File: src/rtl/ltrig_pkg.sv
package ltrig_pkg;
  localparam int ADDR_W = 7;
  localparam int RD_W   = 32;
  localparam int THR_W  = 8;
  localparam int WID_W  = 8;
  localparam int SEL_W  = 5;

  localparam logic [ADDR_W-1:0] A_BLOCK    = 7'h00;
  localparam logic [ADDR_W-1:0] A_PATTERN  = 7'h01;
  localparam logic [ADDR_W-1:0] A_TESTEN   = 7'h02;
  localparam logic [ADDR_W-1:0] A_WIDTH    = 7'h03;
  localparam logic [ADDR_W-1:0] A_MONSEL   = 7'h04;
  localparam logic [ADDR_W-1:0] A_THR_BASE = 7'h20;
  localparam logic [ADDR_W-1:0] A_CNT_BASE = 7'h40;
endpackage

File: src/rtl/ltrig_hitfront.sv
module ltrig_hitfront #(
  parameter int NCH = 18
) (
  input  logic           clk,
  input  logic           rst_n,
  input  logic [NCH-1:0] src,
  output logic [NCH-1:0] lvl,
  output logic [NCH-1:0] pulse
);
  logic [NCH-1:0] s1_q, s2_q, s3_q;

  always_ff @(posedge clk or negedge rst_n) begin
    if (!rst_n) begin
      s1_q <= '0;
      s2_q <= '0;
      s3_q <= '0;
    end else begin
      s1_q <= src;
      s2_q <= s1_q;
      s3_q <= s2_q;
    end
  end

  assign lvl   = s2_q;
  assign pulse = s2_q & ~s3_q;

  for (genvar g = 0; g < NCH; g++) begin : g_chk
    // a pulse lasts a single clock
    p_one_clock_pulse_r3: assert property (@(posedge clk) disable iff (!rst_n)
      pulse[g] |=> !pulse[g]);
  end
endmodule

File: src/rtl/ltrig_stretch.sv
module ltrig_stretch #(
  parameter int WID_W = 8
) (
  input  logic             clk,
  input  logic             rst_n,
  input  logic             trig,
  input  logic [WID_W-1:0] width,
  output logic             busy
);
  logic [WID_W-1:0] cnt_q, cnt_d;

  always_comb begin
    cnt_d = cnt_q;
    if (cnt_q != '0)
      cnt_d = cnt_q - 1'b1;
    else if (trig)
      cnt_d = (width == '0) ? WID_W'(1) : width;
  end

  always_ff @(posedge clk or negedge rst_n) begin
    if (!rst_n) cnt_q <= '0;
    else        cnt_q <= cnt_d;
  end

  assign busy = (cnt_q != '0);

  // the output only starts after a plane hit
  p_start_on_hit_r1: assert property (@(posedge clk) disable iff (!rst_n)
    $rose(busy) |-> $past(trig));
  // no early end while counting
  p_hold_high_r5: assert property (@(posedge clk) disable iff (!rst_n)
    (busy && cnt_q != WID_W'(1)) |=> busy);
  // the last count ends the output
  p_end_width_r4: assert property (@(posedge clk) disable iff (!rst_n)
    (cnt_q == WID_W'(1)) |=> !busy);
endmodule

File: src/rtl/ltrig_ratemeter.sv
module ltrig_ratemeter #(
  parameter int NCH       = 18,
  parameter int GATE_CLKS = 10_000_000,
  parameter int CNT_W     = 24
) (
  input  logic                 clk,
  input  logic                 rst_n,
  input  logic [NCH-1:0]       pulse,
  output logic [NCH*CNT_W-1:0] rate_flat
);
  localparam int GATE_W = (GATE_CLKS > 2) ? $clog2(GATE_CLKS) : 1;
  localparam logic [GATE_W-1:0] GATE_LAST = GATE_W'(GATE_CLKS - 1);
  localparam logic [CNT_W-1:0]  CMAX = '1;

  logic [GATE_W-1:0] gate_q, gate_d;
  logic              gate_end;

  assign gate_end = (gate_q == GATE_LAST);
  assign gate_d   = gate_end ? '0 : gate_q + 1'b1;

  always_ff @(posedge clk or negedge rst_n) begin
    if (!rst_n) gate_q <= '0;
    else        gate_q <= gate_d;
  end

  for (genvar g = 0; g < NCH; g++) begin : g_ch
    logic [CNT_W-1:0] cnt_q, cnt_d, rate_q, rate_d, inc;

    always_comb begin
      inc    = (pulse[g] && cnt_q != CMAX) ? cnt_q + 1'b1 : cnt_q;
      cnt_d  = gate_end ? '0 : inc;
      rate_d = gate_end ? inc : rate_q;
    end

    always_ff @(posedge clk or negedge rst_n) begin
      if (!rst_n) begin
        cnt_q  <= '0;
        rate_q <= '0;
      end else begin
        cnt_q  <= cnt_d;
        rate_q <= rate_d;
      end
    end

    assign rate_flat[g*CNT_W +: CNT_W] = rate_q;

    // a full counter holds within the gate
    p_no_overflow_r7: assert property (@(posedge clk) disable iff (!rst_n)
      (cnt_q == CMAX && !gate_end) |=> cnt_q == CMAX);
    // a gate boundary clears the running count
    p_gate_clear_r6: assert property (@(posedge clk) disable iff (!rst_n)
      gate_end |=> cnt_q == '0);
  end
endmodule

File: src/rtl/ltrig_regs.sv
module ltrig_regs
  import ltrig_pkg::*;
#(
  parameter int NCH   = 18,
  parameter int CNT_W = 24
) (
  input  logic                 clk,
  input  logic                 rst_n,
  input  logic [ADDR_W-1:0]    addr,
  input  logic                 we,
  input  logic [NCH-1:0]       wdata,
  output logic [RD_W-1:0]      rdata,
  input  logic [NCH*CNT_W-1:0] rate_flat,
  output logic [NCH-1:0]       block,
  output logic [NCH-1:0]       pattern,
  output logic                 test_en,
  output logic [WID_W-1:0]     width,
  output logic [SEL_W-1:0]     mon_sel,
  output logic [NCH*THR_W-1:0] thr_flat
);
  logic [NCH-1:0]   block_d, pattern_d;
  logic             test_d;
  logic [WID_W-1:0] width_d;
  logic [SEL_W-1:0] sel_d;

  always_comb begin
    block_d   = block;
    pattern_d = pattern;
    test_d    = test_en;
    width_d   = width;
    sel_d     = mon_sel;
    if (we) begin
      case (addr)
        A_BLOCK:   block_d   = wdata;
        A_PATTERN: pattern_d = wdata;
        A_TESTEN:  test_d    = wdata[0];
        A_WIDTH:   width_d   = wdata[WID_W-1:0];
        A_MONSEL:  sel_d     = wdata[SEL_W-1:0];
        default: ;
      endcase
    end
  end

  always_ff @(posedge clk or negedge rst_n) begin
    if (!rst_n) begin
      block   <= '0;
      pattern <= '0;
      test_en <= 1'b0;
      width   <= WID_W'(1);
      mon_sel <= '0;
    end else begin
      block   <= block_d;
      pattern <= pattern_d;
      test_en <= test_d;
      width   <= width_d;
      mon_sel <= sel_d;
    end
  end

  for (genvar g = 0; g < NCH; g++) begin : g_thr
    logic [THR_W-1:0] thr_q;
    logic             thr_hit;
    assign thr_hit = we && (addr == A_THR_BASE + ADDR_W'(g));
    always_ff @(posedge clk or negedge rst_n) begin
      if (!rst_n)       thr_q <= '0;
      else if (thr_hit) thr_q <= wdata[THR_W-1:0];
    end
    assign thr_flat[g*THR_W +: THR_W] = thr_q;
  end

  always_comb begin
    rdata = '0;
    case (addr)
      A_BLOCK:   rdata = RD_W'(block);
      A_PATTERN: rdata = RD_W'(pattern);
      A_TESTEN:  rdata = RD_W'(test_en);
      A_WIDTH:   rdata = RD_W'(width);
      A_MONSEL:  rdata = RD_W'(mon_sel);
      default: ;
    endcase
    for (int i = 0; i < NCH; i++) begin
      if (addr == A_THR_BASE + ADDR_W'(i)) rdata = RD_W'(thr_flat[i*THR_W +: THR_W]);
      if (addr == A_CNT_BASE + ADDR_W'(i)) rdata = RD_W'(rate_flat[i*CNT_W +: CNT_W]);
    end
  end
endmodule

File: src/rtl/ltrig_ctrl.sv
module ltrig_ctrl
  import ltrig_pkg::*;
#(
  parameter int NCH       = 18,
  parameter int NIND      = 9,
  parameter int GATE_CLKS = 10_000_000,
  parameter int CNT_W     = 24
) (
  input  logic                 clk,
  input  logic                 rst_n,
  input  logic [NCH-1:0]       disc_i,
  input  logic [ADDR_W-1:0]    bus_addr,
  input  logic                 bus_we,
  input  logic [NCH-1:0]       bus_wdata,
  output logic [RD_W-1:0]      bus_rdata,
  output logic                 trig_ind_o,
  output logic                 trig_col_o,
  output logic                 mon_o,
  output logic [NCH*THR_W-1:0] thr_o
);
  logic rs1_q, rs2_q, rst_i;

  always_ff @(posedge clk or negedge rst_n) begin
    if (!rst_n) begin
      rs1_q <= 1'b0;
      rs2_q <= 1'b0;
    end else begin
      rs1_q <= 1'b1;
      rs2_q <= rs1_q;
    end
  end
  assign rst_i = rs2_q;

  logic [NCH-1:0]       block, pattern, src, lvl, pulse, live;
  logic                 test_en;
  logic [WID_W-1:0]     width;
  logic [SEL_W-1:0]     mon_sel;
  logic [NCH*CNT_W-1:0] rate_flat;
  logic                 hit_ind, hit_col, mon_d;

  ltrig_regs #(.NCH(NCH), .CNT_W(CNT_W)) u_regs (
    .clk(clk), .rst_n(rst_i), .addr(bus_addr), .we(bus_we), .wdata(bus_wdata),
    .rdata(bus_rdata), .rate_flat(rate_flat), .block(block), .pattern(pattern),
    .test_en(test_en), .width(width), .mon_sel(mon_sel), .thr_flat(thr_o)
  );

  assign src = test_en ? pattern : disc_i;

  ltrig_hitfront #(.NCH(NCH)) u_front (
    .clk(clk), .rst_n(rst_i), .src(src), .lvl(lvl), .pulse(pulse)
  );

  assign live    = pulse & ~block;
  assign hit_ind = |live[NIND-1:0];
  assign hit_col = |live[NCH-1:NIND];

  ltrig_stretch #(.WID_W(WID_W)) u_str_ind (
    .clk(clk), .rst_n(rst_i), .trig(hit_ind), .width(width), .busy(trig_ind_o)
  );
  ltrig_stretch #(.WID_W(WID_W)) u_str_col (
    .clk(clk), .rst_n(rst_i), .trig(hit_col), .width(width), .busy(trig_col_o)
  );

  ltrig_ratemeter #(.NCH(NCH), .GATE_CLKS(GATE_CLKS), .CNT_W(CNT_W)) u_rate (
    .clk(clk), .rst_n(rst_i), .pulse(pulse), .rate_flat(rate_flat)
  );

  always_comb begin
    mon_d = 1'b0;
    for (int i = 0; i < NCH; i++)
      if (mon_sel == SEL_W'(i)) mon_d = lvl[i];
  end

  always_ff @(posedge clk or negedge rst_i) begin
    if (!rst_i) mon_o <= 1'b0;
    else        mon_o <= mon_d;
  end

  // out-of-range selector keeps the monitor low
  p_mon_off_r9: assert property (@(posedge clk) disable iff (!rst_i)
    (int'(mon_sel) >= NCH) |=> !mon_o);
  // a blocked channel alone never starts a proposal
  p_blocked_quiet_r2: assert property (@(posedge clk) disable iff (!rst_i)
    (block == '1) |=> !$rose(trig_ind_o) && !$rose(trig_col_o));
endmodule

File: config.mk
export PLATFORM = sky130hd
export DESIGN_NAME = ltrig_ctrl
export DESIGN_NICKNAME = d
export VERILOG_FILES = /design/src/rtl/ltrig_pkg.sv /design/src/rtl/ltrig_hitfront.sv /design/src/rtl/ltrig_stretch.sv /design/src/rtl/ltrig_ratemeter.sv /design/src/rtl/ltrig_regs.sv /design/src/rtl/ltrig_ctrl.sv
export SDC_FILE = /design/constraint.sdc
export NUM_CORES = 2
export LEC_CHECK = 0
export BUFFER_PORTS_ARGS = -buffer_cell sky130_fd_sc_hd__buf_2
export CORE_MARGIN = 2
export CORE_UTILIZATION = 50
export CTS_CLUSTER_DIAMETER = 40
export DETAILED_ROUTE_END_ITERATION = 6
export GPL_TIMING_DRIVEN = 0
export PLACE_DENSITY = 0.71
export RECOVER_POWER = 25
export SETUP_SLACK_MARGIN = 0.05
export SLEW_MARGIN = 25
export SYNTH_ARGS = -nofsm -noshare
export SYNTH_HDL_FRONTEND = slang
export SYNTH_HIERARCHICAL = 1
export SYNTH_SLANG_ARGS = --single-unit
File: constraint.sdc
create_clock -name clk -period 38.9 [get_ports clk]
set_input_delay 3.89 -clock clk [delete_from_list [all_inputs] [get_ports clk]]
set_output_delay 3.89 -clock clk [all_outputs]
set_load 0.1 [all_outputs]
== Yosys cells after proc, flatten, opt, wreduce, memory -nomap -nowiden ==
Cells that the tools add are included.

* Bits in registers: 1155
* Input bits: 46
* Word-level logic and storage cells: 317

* Add/subtract/negate cells: 21
* Equality and inequality tests: 76
* Mux-type cells: 98
* Bitwise logic cells: 4
* Reductions and logical operators: 50

{| class="wikitable"
|+ Operator list
! operator !! count
|-
| $mux 24 || 72
|-
| $add 24x1->24 const B || 19
|-
| $ne 24x24->1 const B || 18
|-
| $eq 7x6->1 const B || 18
|-
| $eq 7x7->1 const B || 18
|-
| $pmux 18 s5 || 1
|-
| $eq 5x4->1 const B || 8
|-
| $mux 8 || 5
|-
| $and 18x18->18 || 2
|-
| $logic_and 1x1->1 || 36
|-
| $mux 18 || 2
|-
| $not 18->18 || 2
|-
| $eq 24x24->1 const B || 1
|-
| $eq 5x3->1 const B || 4
|-
| $mux 1 || 18
|-
| $reduce_or 9->1 || 2
|-
| $reduce_bool 8->1 || 2
|-
| $sub 8x1->8 const B || 2
|-
| $eq 7x2->1 const B || 2
|-
| $eq 5x2->1 const B || 2
|-
| $eq 5x5->1 const B || 2
|-
| $reduce_and 2->1 || 5
|-
| $logic_not 8->1 || 1
|-
| $eq 7x1->1 const B || 1
|-
| other kinds (5) || 6
|}

== Logic depth before layout (Yosys ltp) ==
* Depth in word-level cells: 38
* Gate-level depth with buffers: 12
* Gate-level depth less buffers: 8

== Modules after synthesis ==
Netlist, hierarchy kept.

{| class="wikitable"
|+ By module, submodules not included
! module !! times used !! cells an instance !! area an instance (µm²) !! sequential area each (µm²)
|-
| ltrig_ratemeter || 1 || 4207 || 41004.3 || 22221.3
|-
| ltrig_regs || 1 || 1321 || 13010.0 || 4855.9
|-
| ltrig_hitfront || 1 || 72 || 1599.0 || 1351.3
|-
| ltrig_stretch || 2 || 51 || 469.2 || 200.2
|-
| ltrig_ctrl || 1 || 81 || 643.1 || 75.1
|}

== Worst setup path before layout ==
OpenSTA, ideal clock, no wires.

* Path type: input -> output
* Start point: input bus_addr[5]
* End point: output bus_rdata[0]
* Data arrival time: 7.054 ns
* Data required time: 35.010 ns
* Slack: 27.956 ns
* Cell stages on the path: 9
* Path through: buf_6 -> or3b_1 -> buf_6 -> nor3_2 -> clkbuf_1 -> a21oi_1 -> a41oi_1 -> o21ai_0 -> a31oi_1

* Word-level cells in the longest chain between the ends: 38
* Elaborated cells between the ends (all ways): 78
* Classes of those cells: eq/ne: 40; mux: 37; reduce/logical: 1

{| class="wikitable"
|+ RTL lines
! element !! line !! text
|-
| start: declaration || ltrig_ctrl.sv:12 || <nowiki>input logic [ADDR_W-1:0] bus_addr,</nowiki>
|-
| $eq 7x3->1 (tied with other cells) || ltrig_regs.sv:73 || <nowiki>case (addr)</nowiki>
|-
| $pmux 18 s5 || ltrig_regs.sv:73 ||
|-
| $mux 18 || ltrig_regs.sv:82 || <nowiki>if (addr == A_THR_BASE + ADDR_W'(i)) rdata = RD_W'(thr_flat[i*THR_W +: THR_W]);</nowiki>
|-
| $mux 24 || ltrig_regs.sv:83 || <nowiki>if (addr == A_CNT_BASE + ADDR_W'(i)) rdata = RD_W'(rate_flat[i*CNT_W +: CNT_W]);</nowiki>
|-
| $mux 24 || ltrig_regs.sv:82 ||
|-
| $mux 24 || ltrig_regs.sv:83 ||
|-
| $mux 24 || ltrig_regs.sv:82 ||
|-
| $mux 24 || ltrig_regs.sv:83 ||
|-
| (+22 left out) || n/a ||
|-
| $mux 24 || ltrig_regs.sv:82 ||
|-
| $mux 24 || ltrig_regs.sv:83 ||
|-
| $mux 24 || ltrig_regs.sv:82 ||
|-
| $mux 24 || ltrig_regs.sv:83 ||
|-
| $mux 24 || ltrig_regs.sv:82 ||
|-
| $mux 24 || ltrig_regs.sv:83 ||
|-
| $mux 24 || ltrig_regs.sv:82 ||
|-
| $mux 24 * || ltrig_regs.sv:83 ||
|-
| end: declaration || ltrig_ctrl.sv:15 || <nowiki>output logic [RD_W-1:0] bus_rdata,</nowiki>
|}

Mark *: on every way between the ends. The rest lies on a longest branch, timed or not.

== Worst setup path in the final report ==
* Start point: input bus_addr[6]
* End point: output bus_rdata[13]

The elaborated chain is that of the path after synthesis.

==> results.md <==
- At the later pin of the worst-skew pair, clock insertion delay measures 0.80 ns.
- The flip-flop and latch area is between 20000 and 30000 sq um.
- The final route contains 51297 vias.
- The worst setup slack after layout is 26.71 ns.
- Across the run, the number of max-cap violations was 14.
- The number of antenna violations at the first check in global routing came to 22.
- After global routing the overflow that remains totals 0.
- The critical hold path startpoint is u_front/s1_q[10]$_DFF_PN0_.
- Once the floorplan was initialized, standard cells occupied around half of the core.
- The startpoint type of the worst setup path is a primary input.
- The number of buffer cells added on primary ports is roughly 210.
- After detailed routing, the number of vias per cell comes to between 6 and 7.
- The number of remaining DRC errors is 0.
- The count of placed standard cells in the final layout, fillers left out is ~8000.
- The largest net degree at the start of global routing is 57.
- The dominant register cell in the synthesized netlist is dfrtp_1.
- The iteration count of the initial detailed-routing pass is 6.
- Clock-pin slew was measured on the worst setup and hold paths at 0.06 ns.
- The setup skew after layout is 0.02826 ns.
- The fraction of registers with async set/reset is 100.0%.
- The number of different library cells in the post-synthesis netlist is 118.
- Measured on the finished design, the core utilization comes to between 50 and 60%.
- The worst hold path terminates at u_front/lvl[10]$_DFF_PN0_.
- The layout has a little under 10000 filler cells.
- Measured against its own limit, the worst slew margin works out to -93.15%.
- Of the cells placed in the final design, the portion with a size suffix greater than 1 is between 10% and 20%.
- The post-synthesis sequential area ratio is 50.54%.
- The die is around 340 um wide.
- The maximum clock insertion buffer count is 3.
- The summed negative setup slack over all endpoints is 0 ns.
- Relative to the synthesized area, the layout overhead comes to 16.38%.
- The final count of hold timing violations came to 0.
- Buffers inserted during clock tree synthesis total roughly 170.
- The cell count after synthesis came out at roughly 5800.
- The mean instance size in the synthesized netlist is a little under 10 sq um.
- The depth of the worst hold-timing path is 0.
- The run finished, with violations left.
- The first global-routing pass estimated 336400 um of wire.
- The clock root buffer is clkbuf_16.
- Measured in cells, the most critical reg-to-reg path has a length of 6.
- The upper clock frequency limit is 0.08206 GHz.
- The ratio of final minimum period to clock period is a little under a third.
- At the worst endpoint, the required time is around 35 ns.
- The min-delay analysis places its worst path in the category reg -> reg.
- The die outline height is 342.2 um.
- The final layout contains 6270 nets.
- In the final layout, the multi-input gates occupy around 27000 sq um.
- The overall power consumption is roughly 3.4 mW.
- Counting tap cells, the placed design contains a total of 7545 instances.
- During I/O placement, the number of pins put on the boundary was between 200 and 250.
- The routed length per placed instance is between 20 and 30 um.
- For the pin with the worst max-slew slack, the measured transition is ~2.9 ns.
- The shortest clock period the worst path allows after layout is between 10 and 15 ns.
- Yosys printed 6 warnings.
- The final routed wirelength across all metal layers is between 200000 and 250000 um.
- The highest fanout seen on the critical path is 10.
- In this run the standard cell core region covers roughly 110000 sq um.
- The kind of critical path is in -> out.
- The number of violations reported at the end of detailed-routing iteration 0 is roughly 6000.
- Once the clock tree was built, the setup fixing pass inserted 0 buffers.
- Counting flops with a built-in enable in the synthesized netlist gives 0.
- The remaining antenna violation count after routing is 0.
- The number of H-tree levels is 4.
- The final reports fail on capacitance limit, slew limit.
- The site row count is roughly 120.
- The endpoint kind of the worst setup timing path is a primary output.
- The worst endpoint data arrival time is between 8 and 9 ns.
- The power per cell area is between 50 and 60 nW/um^2.
- After clock tree synthesis, the repair step resized 0 gates.
- At the end of routability-driven placement, the weighted congestion stood at between 1 and 1.5.
- The number of global-route vias before repair came to around 49000.
- The number of synthesized register bits is 1155.
- TritonCTS built the clock tree.
- The worst flop-to-flop path endpoint is u_regs/width[0]$_DFFE_PN1P_.
- The startpoint of the lowest-slack register-to-register path is rs2_q$_DFF_PN0_.
- The max-slew violation count is ~610.
- The post-place setup slack is 27.01 ns.
- The leakage power figure is 28.99 nW.
- The mapped netlist covers between 50000 and 60000 sq um.
- In this run, post-CTS hold repair placed 0 buffers.
- The register-to-register setup slack is approximately 31 ns.
- VDD sags by at most 51.13 uV.
- In the global route stage, overall resource usage came out at about 40%.
- The overall die area is 117100 sq um.
- Setup repair after global routing left no endpoint under its margin.
- The placed wire-length estimate is around 180000 um.
- Counting every sink on the clock net gives between 1000 and 1500.
- Setup violations remaining at the end of the flow were counted as 0.
-- worst max-delay path by stage --
stage | cells past startpoint | end | slack (ns) | start
final | 11 | bus_rdata[13] | 26.71 | bus_addr[6]
after global routing | 12 | bus_rdata[2] | 26.79 | bus_addr[4]
after CTS | 12 | bus_rdata[1] | 27.00 | bus_addr[4]
after detailed placement | 12 | bus_rdata[1] | 27.01 | bus_addr[4]
after global placement | 0 | u_str_col/cnt_q[7]$_DFFE_PN0P_ | -8.53 | rs2_q$_DFF_PN0_
after floorplan | 0 | mon_o$_DFF_PN0_ | 4.32 | rs2_q$_DFF_PN0_
-- registers in the layout, indices dropped and copies added (netlist names), 24 cells and up --
| signal | flops |
|---|---|
| u_rate/g_ch.rate_q | 432 |
| u_rate/g_ch.cnt_q | 432 |
| u_regs/g_thr.thr_q | 144 |
| u_rate/gate_q | 24 |
-- where the power goes --
group | internal, mW | switching [mW]
clock network | 0.971 | 0.608
logic | 0.105 | 0.289
registers | 1.28 | 0.102
-- routing by layer --
layer | vias to the layer above | GRT usage (%) | share of wire, %
met2 | 2918 | 57.36 | 43
li1 | 22059 | - | -
met4 | 10 | 22.69 | 6.4
met3 | 617 | 11.06 | 11
met1 | 25693 | 53.24 | 40
met5 | - | 0 | 0.026
-- cells in the final DEF (no fill, tap or decap), types with 131 or more instances in the layout --
cell type / instances
xor2_1: 131
nand2_1: 649
xnor2_1: 203
mux2_2: 221
nand3_1: 238
a21oi_1: 203
dfrtp_1: 1154
o21ai_0: 499
clkbuf_16: 175
clkbuf_1: 204
buf_2: 346
nor2_1: 554
nand4_1: 186
-- area by class of cell --
| cell class | instances | area share [%] |
|---|---|---|
| multi-input cells | 4217 | 39.83 |
| diodes | 6 | 0.02256 |
| well taps | 1512 | 2.842 |
| clock inverters | 104 | 1.851 |
| repair buffers | 243 | 2.231 |
| plain buffers | 350 | 2.427 |
| inverters | 68 | 0.3835 |
| flip-flops and latches | 1155 | 43.42 |
| clock buffers | 208 | 6.990 |
-- synthesized netlist by cell type, drive strengths merged, types with 11 or more instances --
library cell / instances / area [sq um]
nor2b: 27 / 304.0
nand2: 652 / 2455
or2: 15 / 93.84
a31oi: 31 / 193.9
mux2: 221 / 2489
o21ai: 528 / 2654
o211ai: 76 / 580.6
or4: 64 / 501.7
a211o: 14 / 122.6
or4b: 18 / 202.7
a22o: 26 / 227.7
ha: 21 / 262.8
o31ai: 22 / 197.7
nor3b: 11 / 103.9
or3: 56 / 355.3
o22ai: 36 / 225.2
o32ai: 11 / 96.34
a221oi: 23 / 207.7
nor3: 95 / 540.5
o2111ai: 25 / 219.0
xor2: 131 / 1147
inv: 67 / 251.5
nand4: 192 / 1247
a222oi: 30 / 300.3
a211oi: 44 / 330.3
a21o: 15 / 112.6
nor2: 563 / 2138
xnor2: 203 / 1778
buf: 164 / 895.9
and2: 37 / 231.5
and3: 65 / 409.1
o311ai: 16 / 140.1
a2111oi: 37 / 396.6
dfrtp: 1154 / 28880
and4: 79 / 694.4
a22oi: 118 / 885.9
mux2i: 49 / 490.5
o221ai: 11 / 96.34
nor4: 69 / 541.8
nor4b: 20 / 221.5
nand2b: 21 / 131.4
nand3: 239 / 1201
a21oi: 203 / 1016
clkbuf: 186 / 701.9
-- through the flow --
step | area, sq um | hold WS (ns)
6_report | 66570 | 0.3450
5_1_grt | 66560 | 0.3584
4_1_cts | 66800 | 0.3441
3_5_place_dp | 60920 | 0.3347
3_3_place_gp | 60180 | 0.3315
2_1_floorplan | 57220 | 0.3312
-- worst max-delay path, cell delays in order --
cell and delay, ns:
buf_2 0.12, or3b_1 0.18, buf_6 0.20, buf_2 0.41, nor2_2 0.27, buf_2 0.30
a22oi_1 0.39, nand4_1 0.50, a2111oi_1 1.24, nand4_1 0.35, buf_2 0.42
-- cell families (layout without fill, tap and decap cells) --
family,Yosys count,in the layout,synth area share [%]
other cells,2,15,0.01313
buf+inv,418,973,3.240
simple gates,2246,2246,20.24
flops,1155,1155,50.54
fa+ha+maj,21,21,0.4594
compound gates,1335,1335,15.11
xor+xnor,334,334,5.115
mux,272,272,5.287
Note: power is estimated with default switching activity, not from simulation.
